$ cat config.mk
export PLATFORM = sky130hd
export DESIGN_NAME = clkmode_ctrl
export DESIGN_NICKNAME = d
export VERILOG_FILES = /design/src/rtl/clkmode_pkg.sv /design/src/rtl/clkmode_regfile.sv /design/src/rtl/clkmode_srcsel.sv /design/src/rtl/clkmode_divider.sv /design/src/rtl/clkmode_ctrl.sv
export SDC_FILE = /design/constraint.sdc
export NUM_CORES = 1
export LEC_CHECK = 0
export ABC_CLOCK_PERIOD_IN_PS = 1700
export CELL_PAD_IN_SITES_DETAIL_PLACEMENT = 1
export CELL_PAD_IN_SITES_GLOBAL_PLACEMENT = 2
export CORE_MARGIN = 2
export CORE_UTILIZATION = 33
export DETAILED_ROUTE_END_ITERATION = 10
export DONT_BUFFER_PORTS = 1
export PLACE_DENSITY_LB_ADDON = 0.1
export SLEW_MARGIN = 5
export SYNTH_ARGS = -nofsm -noshare
export SYNTH_HDL_FRONTEND = slang
export SYNTH_SLANG_ARGS = --single-unit
$ cat constraint.sdc
create_clock -name clk -period 1.7 [get_ports clk]
set_input_delay 0 -clock clk [delete_from_list [all_inputs] [get_ports clk]]
set_output_delay 0 -clock clk [all_outputs]
set_load 0.1 [all_outputs]
$ cat src/rtl/clkmode_pkg.sv
package clkmode_pkg;

  localparam logic [7:0] CMR_ADDR  = 8'h3B;
  localparam logic [7:0] CMR_RESET = 8'h68;
  localparam int         RATIO_W   = 4;

  typedef enum logic [1:0] {
    SRC_INT  = 2'd0,
    SRC_MAIN = 2'd1,
    SRC_SUB  = 2'd2
  } src_e;

  typedef struct packed {
    src_e               src;
    logic [RATIO_W-1:0] ratio;
    logic               avail;
  } clkcfg_t;

  // Effective clock configuration for a register value.
  function automatic clkcfg_t decode_cfg(input logic [7:0] r);
    clkcfg_t c;
    if (r[7]) begin
      c.src   = SRC_SUB;
      c.ratio = 4'd1;
      c.avail = r[4];
    end else if (r[3]) begin
      c.src   = SRC_INT;
      c.ratio = 4'd8;
      c.avail = 1'b1;
    end else begin
      c.src   = SRC_MAIN;
      c.ratio = r[6] ? 4'd8 : 4'd2;
      c.avail = ~r[5];
    end
    return c;
  endfunction

  // Processor mode output: reserved codes collapse to single-chip.
  function automatic logic [1:0] legal_mode(input logic [1:0] m);
    return (m == 2'b00) ? 2'b00 : 2'b00;
  endfunction

endpackage

$ cat src/rtl/clkmode_regfile.sv
module clkmode_regfile #(
  parameter int              ADDR_W    = 8,
  parameter logic [7:0]      RESET_VAL = clkmode_pkg::CMR_RESET,
  parameter logic [ADDR_W-1:0] REG_ADDR = ADDR_W'(clkmode_pkg::CMR_ADDR)
) (
  input  logic              clk,
  input  logic              rst_n,
  input  logic [ADDR_W-1:0] bus_addr,
  input  logic              bus_we,
  input  logic [7:0]        bus_wdata,
  output logic [7:0]        bus_rdata,
  output logic [7:0]        cmr_q,
  output logic              main_osc_en,
  output logic              sub_osc_en,
  output logic              stack_page,
  output logic [1:0]        proc_mode
);
  import clkmode_pkg::*;

  logic hit;
  logic wr_hit;

  assign hit    = (bus_addr == REG_ADDR);
  assign wr_hit = bus_we && hit;

  always_ff @(posedge clk) begin
    if (!rst_n)      cmr_q <= RESET_VAL;
    else if (wr_hit) cmr_q <= bus_wdata;
  end

  assign bus_rdata   = hit ? cmr_q : 8'h00;
  assign main_osc_en = ~cmr_q[5];
  assign sub_osc_en  = cmr_q[4];
  assign stack_page  = cmr_q[2];
  assign proc_mode   = legal_mode(cmr_q[1:0]);

  p_write_enables_r3: assert property (@(posedge clk) disable iff (!rst_n)
    wr_hit |=> (main_osc_en == !$past(bus_wdata[5])) && (sub_osc_en == $past(bus_wdata[4])));

  p_foreign_write_r2: assert property (@(posedge clk) disable iff (!rst_n)
    (bus_we && !hit) |=> $stable(cmr_q));

  p_page_follows_r4: assert property (@(posedge clk) disable iff (!rst_n)
    wr_hit |=> stack_page == $past(bus_wdata[2]));

  p_mode_legal_r4: assert property (@(posedge clk) disable iff (!rst_n)
    proc_mode == 2'b00);

endmodule

$ cat src/rtl/clkmode_srcsel.sv
module clkmode_srcsel (
  input  logic                  clk,
  input  logic                  rst_n,
  input  logic [7:0]            cmr_q,
  input  logic                  osc_int_tick,
  input  logic                  osc_main_tick,
  input  logic                  osc_sub_tick,
  output clkmode_pkg::clkcfg_t  cfg,
  output logic                  sel_tick
);
  import clkmode_pkg::*;

  logic raw_tick;

  assign cfg = decode_cfg(cmr_q);

  always_comb begin
    unique case (cfg.src)
      SRC_INT:  raw_tick = osc_int_tick;
      SRC_MAIN: raw_tick = osc_main_tick;
      SRC_SUB:  raw_tick = osc_sub_tick;
      default:  raw_tick = 1'b0;
    endcase
  end

  assign sel_tick = raw_tick && cfg.avail;

  p_sub_overrides_r7: assert property (@(posedge clk) disable iff (!rst_n)
    cmr_q[7] |-> (sel_tick == (osc_sub_tick && cmr_q[4])));

  p_int_fixed_r5: assert property (@(posedge clk) disable iff (!rst_n)
    (!cmr_q[7] && cmr_q[3]) |-> cfg.ratio == 4'd8);

endmodule

$ cat src/rtl/clkmode_divider.sv
module clkmode_divider #(
  parameter int MAX_DIV = 8,
  localparam int CW     = $clog2(MAX_DIV)
) (
  input  logic                 clk,
  input  logic                 rst_n,
  input  clkmode_pkg::clkcfg_t cfg,
  input  logic                 sel_tick,
  output logic                 restart,
  output logic                 sys_ce
);
  import clkmode_pkg::*;

  clkcfg_t       cfg_q;
  logic [CW-1:0] cnt;
  logic          last;

  assign restart = (cfg != cfg_q);
  assign last    = ({{(RATIO_W-CW){1'b0}}, cnt} == (cfg.ratio - 4'd1));
  assign sys_ce  = sel_tick && !restart && last;

  always_ff @(posedge clk) begin
    if (!rst_n) begin
      cfg_q <= decode_cfg(CMR_RESET);
      cnt   <= '0;
    end else begin
      cfg_q <= cfg;
      if (restart)       cnt <= '0;
      else if (sel_tick) cnt <= last ? '0 : cnt + 1'b1;
    end
  end

  p_restart_clears_r10: assert property (@(posedge clk) disable iff (!rst_n)
    restart |=> cnt == '0);

  p_ce_needs_tick_r9: assert property (@(posedge clk) disable iff (!rst_n)
    sys_ce |-> sel_tick);

  p_cnt_bound_r6: assert property (@(posedge clk) disable iff (!rst_n)
    !restart |-> ({{(RATIO_W-CW){1'b0}}, cnt} < cfg.ratio));

endmodule

$ cat src/rtl/clkmode_ctrl.sv
module clkmode_ctrl #(
  parameter int         ADDR_W  = 8,
  parameter int         MAX_DIV = 8
) (
  input  logic              clk,
  input  logic              rst_n,
  input  logic [ADDR_W-1:0] bus_addr,
  input  logic              bus_we,
  input  logic [7:0]        bus_wdata,
  output logic [7:0]        bus_rdata,
  input  logic              osc_int_tick,
  input  logic              osc_main_tick,
  input  logic              osc_sub_tick,
  output logic              main_osc_en,
  output logic              sub_osc_en,
  output logic              stack_page,
  output logic [1:0]        proc_mode,
  output logic              sys_ce
);
  import clkmode_pkg::*;

  logic [7:0] cmr_q;
  clkcfg_t    cfg;
  logic       sel_tick;
  logic       restart;

  clkmode_regfile #(.ADDR_W(ADDR_W)) u_reg (
    .clk(clk), .rst_n(rst_n), .bus_addr(bus_addr), .bus_we(bus_we),
    .bus_wdata(bus_wdata), .bus_rdata(bus_rdata), .cmr_q(cmr_q),
    .main_osc_en(main_osc_en), .sub_osc_en(sub_osc_en),
    .stack_page(stack_page), .proc_mode(proc_mode)
  );

  clkmode_srcsel u_sel (
    .clk(clk), .rst_n(rst_n), .cmr_q(cmr_q),
    .osc_int_tick(osc_int_tick), .osc_main_tick(osc_main_tick),
    .osc_sub_tick(osc_sub_tick), .cfg(cfg), .sel_tick(sel_tick)
  );

  clkmode_divider #(.MAX_DIV(MAX_DIV)) u_div (
    .clk(clk), .rst_n(rst_n), .cfg(cfg), .sel_tick(sel_tick),
    .restart(restart), .sys_ce(sys_ce)
  );

  p_stopped_quiet_r8: assert property (@(posedge clk) disable iff (!rst_n)
    !cfg.avail |-> !sys_ce);

  p_ce_oscen_r8: assert property (@(posedge clk) disable iff (!rst_n)
    (sys_ce && cfg.src == SRC_MAIN) |-> main_osc_en);

endmodule

==> reports/qor.csv <==
metric;value;unit
status;finished, violations left;
violated checks;negative setup slack;
Yosys top cell area share;34.27;%
Worst Skew;0.0009102;ns
Slew Viols, Final;0;
Core ar.;2734;um^2
Crit path required time;1.70;ns
critical path's top delay family;compound AO/OA/AOI/OAI gates;
Worst setup EP type;primary output;
count of final setup violators;1;
routability congestion estimate;0.7294;
Max rail drop VDD;0.0004473;V
Synth Instances;111;
number of I/O pins;36;
Synth async-reset ratio;0;%
Area contributors post-synth;dfxtp_1 34%, nand3_1 5.9%, nand2_1 5.6%;
Die H;57.22;um
GRT Util Overall;17.12;%
clk_lat worst skew;0.29;ns
Mean Syn Cell Area;8.420;um^2
Final Cycle Share;116.0;%
root buf cell;clkbuf_4;
placed cell count;150;
critical path class;register to primary output;
worst path cell trace;or3b_4, a22o_4, a2111oi_4, clkbuf_16;
final hold violation count;0;
initial antenna violation count;0;
sequential-to-total area share from yosys stat;34.27;%
worst-path maximum fanout;3;
vias in the first global route;935;
Pleak;0.5301;nW
DRC;0;
number of distinct library cells after synthesis;41;
total CTS buffers;3;
Die Area;3274;um^2
I/O Buffers;0;
leading area contributor after synthesis;dfxtp_1;
fmax;507.1;MHz
pwr dens;500.0;nW/um^2
Die X;57.22;um
nets;169;
Mapped Area;934.6;um^2
largest net degree at the start of global routing;14;
drt wl/cell;15.15;um
GRT overflow;0;
Antenna Violating Nets Remaining;0;
final cell utilization of the core;53.64;%
Num Clock Sinks;16;
Filler cells;312;
Clock Tree Buf Depth;2;
Area growth syn-to-layout;56.89;%
Iter 0 DRT Violations;31;
Yosys reg bits;16;
Post-DP HPWL;1.814;mm
Post-Layout Cell Count;176;
WP data arrival;1.97;ns
vias per inst;5.250;
Initial Util;34.19;%
Buf/Inv on CP;1;
Rows;19;
CTS tree;yes;
worst setup margin;-0.2722;ns
Hold Crit Class;primary input to register;
CP startpoint kind;register;
total iterations of the first detailed-routing run;4;
Pwr Total;0.0007333;W
wirelength, routed;2.666;mm
RSZ-0062 raised after global routing;yes;
minimum clock period;1.972;ns
ys flop type;dfxtp_1;
hold_ws;0.05432;ns
share of cells above drive strength 1;31.03;%
number of synthesized flops with an enable pin;0;
Synthesis Warnings;0;
critical path's largest stage delay;0.42;ns
Reg clk slew, reported paths;0.10;ns
max_cap viols;0;
Ant. Diodes;0;
crit path max-delay cell type;or3b_4;
CTS H-tree lvls;1;
via count;924;
first-pass GRT wire length;4.388;mm
cells in the final DEF (no fill, tap or decap), types with 3 or more instances in the layout:
master / n
dlygate4sd3_1: 16
nand2_1: 14
buf_4: 12
nand3_1: 11
dfxtp_1: 11
buf_12: 8
and2_1: 7
a21boi_1: 5
dfxtp_4: 4
nor2b_1: 3
nor2_1: 3
nor3_1: 3
o21ai_1: 3
clkbuf_4: 3
flip-flops by register name, indices dropped and copies added, names as in the netlist:
name,flops
u_div.cnt,3
u_div.cfg_q,5
u_reg.cmr_q,8
cell usage after synthesis (3+ instances only):
cell,instances
a21boi_1,5
and2_1,8
buf_2,3
dfxtp_1,16
nand2_1,14
nand3_1,11
nor2_1,3
nor2b_1,4
nor3_1,4
o21ai_1,3
routing by layer:
| metal | part of all wire, % | vias to the layer above | wire length, um | GRT usage, % |
|---|---|---|---|---|
| met1 | 39 | 439 | 1048 | 19.24 |
| met3 | 3.6 | 6 | 95 | 4.535 |
| li1 | - | 456 | - | - |
| met5 | 0 | - | 0 | 0 |
| met4 | 1.8 | 0 | 49 | 4.983 |
| met2 | 55 | 23 | 1473 | 31.53 |
area by class of cell:
| cell class | count | area, um^2 | area share [%] |
|---|---|---|---|
| inverter | 2 | 7.507 | 0.5119 |
| multi-input combinational | 85 | 606.8 | 41.38 |
| tap | 31 | 38.79 | 2.645 |
| sequential | 16 | 336.6 | 22.95 |
| timing repair buffer | 38 | 440.4 | 30.03 |
| clock buffer | 4 | 36.28 | 2.474 |
kinds of logic (layout without fill, tap and decap cells):
kind of cell	count (synthesis)	after routing	synth area share, %
AND/OR/NAND/NOR	61	61	37.48
AO/OA/AOI/OAI	18	18	16.33
flip-flops	16	16	34.27
buffers and inverters	11	44	7.227
XOR/XNOR	2	2	1.875
adder cells (fa/ha/maj)	1	1	1.338
other	1	2	0.4012
multiplexers	1	1	1.071
metrics by stage:
step	cell area, um^2	setup slack, ns	TNS (ns)
3_3_place_gp	1205	0.03058	0
3_5_place_dp	1205	-0.01818	-0.01818
2_1_floorplan	989.7	-0.4243	-0.7002
5_1_grt	1466	-0.3311	-0.3311
4_1_cts	1423	-0.2272	-0.2272
6_report	1466	-0.2722	-0.2722
path summary, 6_finish.rpt:
check | cells after the start | start | end | slack [ns]
setup / recovery | 4 | u_reg.cmr_q[5] | sys_ce | -0.27
hold / removal | 4 | bus_we | u_reg.cmr_q[6] | 0.05
setup reg to reg | 7 | u_reg.cmr_q[3] | u_div.cnt[1] | 0.13
hold reg to reg | 2 | u_reg.cmr_q[0] | u_reg.cmr_q[0] | 0.46
report_power, final:
part | switching, W | leakage (nW) | internal (W) | total [W]
clock | 0.000135 | 0.0210 | 0.000130 | 0.000265
sequential | 0.00000837 | 0.130 | 0.000374 | 0.000382
combinational | 0.0000485 | 0.379 | 0.0000371 | 0.0000856
total | 0.000192 | 0.530 | 0.000542 | 0.000733
worst reg2reg max path: cells and delay by family, from the launching register on:
kind,cells,cell delay (ns)
buffers and inverters,3,0.39
and+or+nand+nor,1,0.04
DFF,1,0.38
AOI/OAI and AO/OA,3,0.66
what timing repair did:
item                       in CTS  in global routing
hold buffers                   16                  0
setup buffers                   0                  6
setup endpoints to repair       1                  1
pin swaps                       0                  3
gates resized for setup         6                  4
hold endpoints to repair       16                  0
gates cloned                    0                  0
Note: power is estimated with default switching activity, not from simulation.
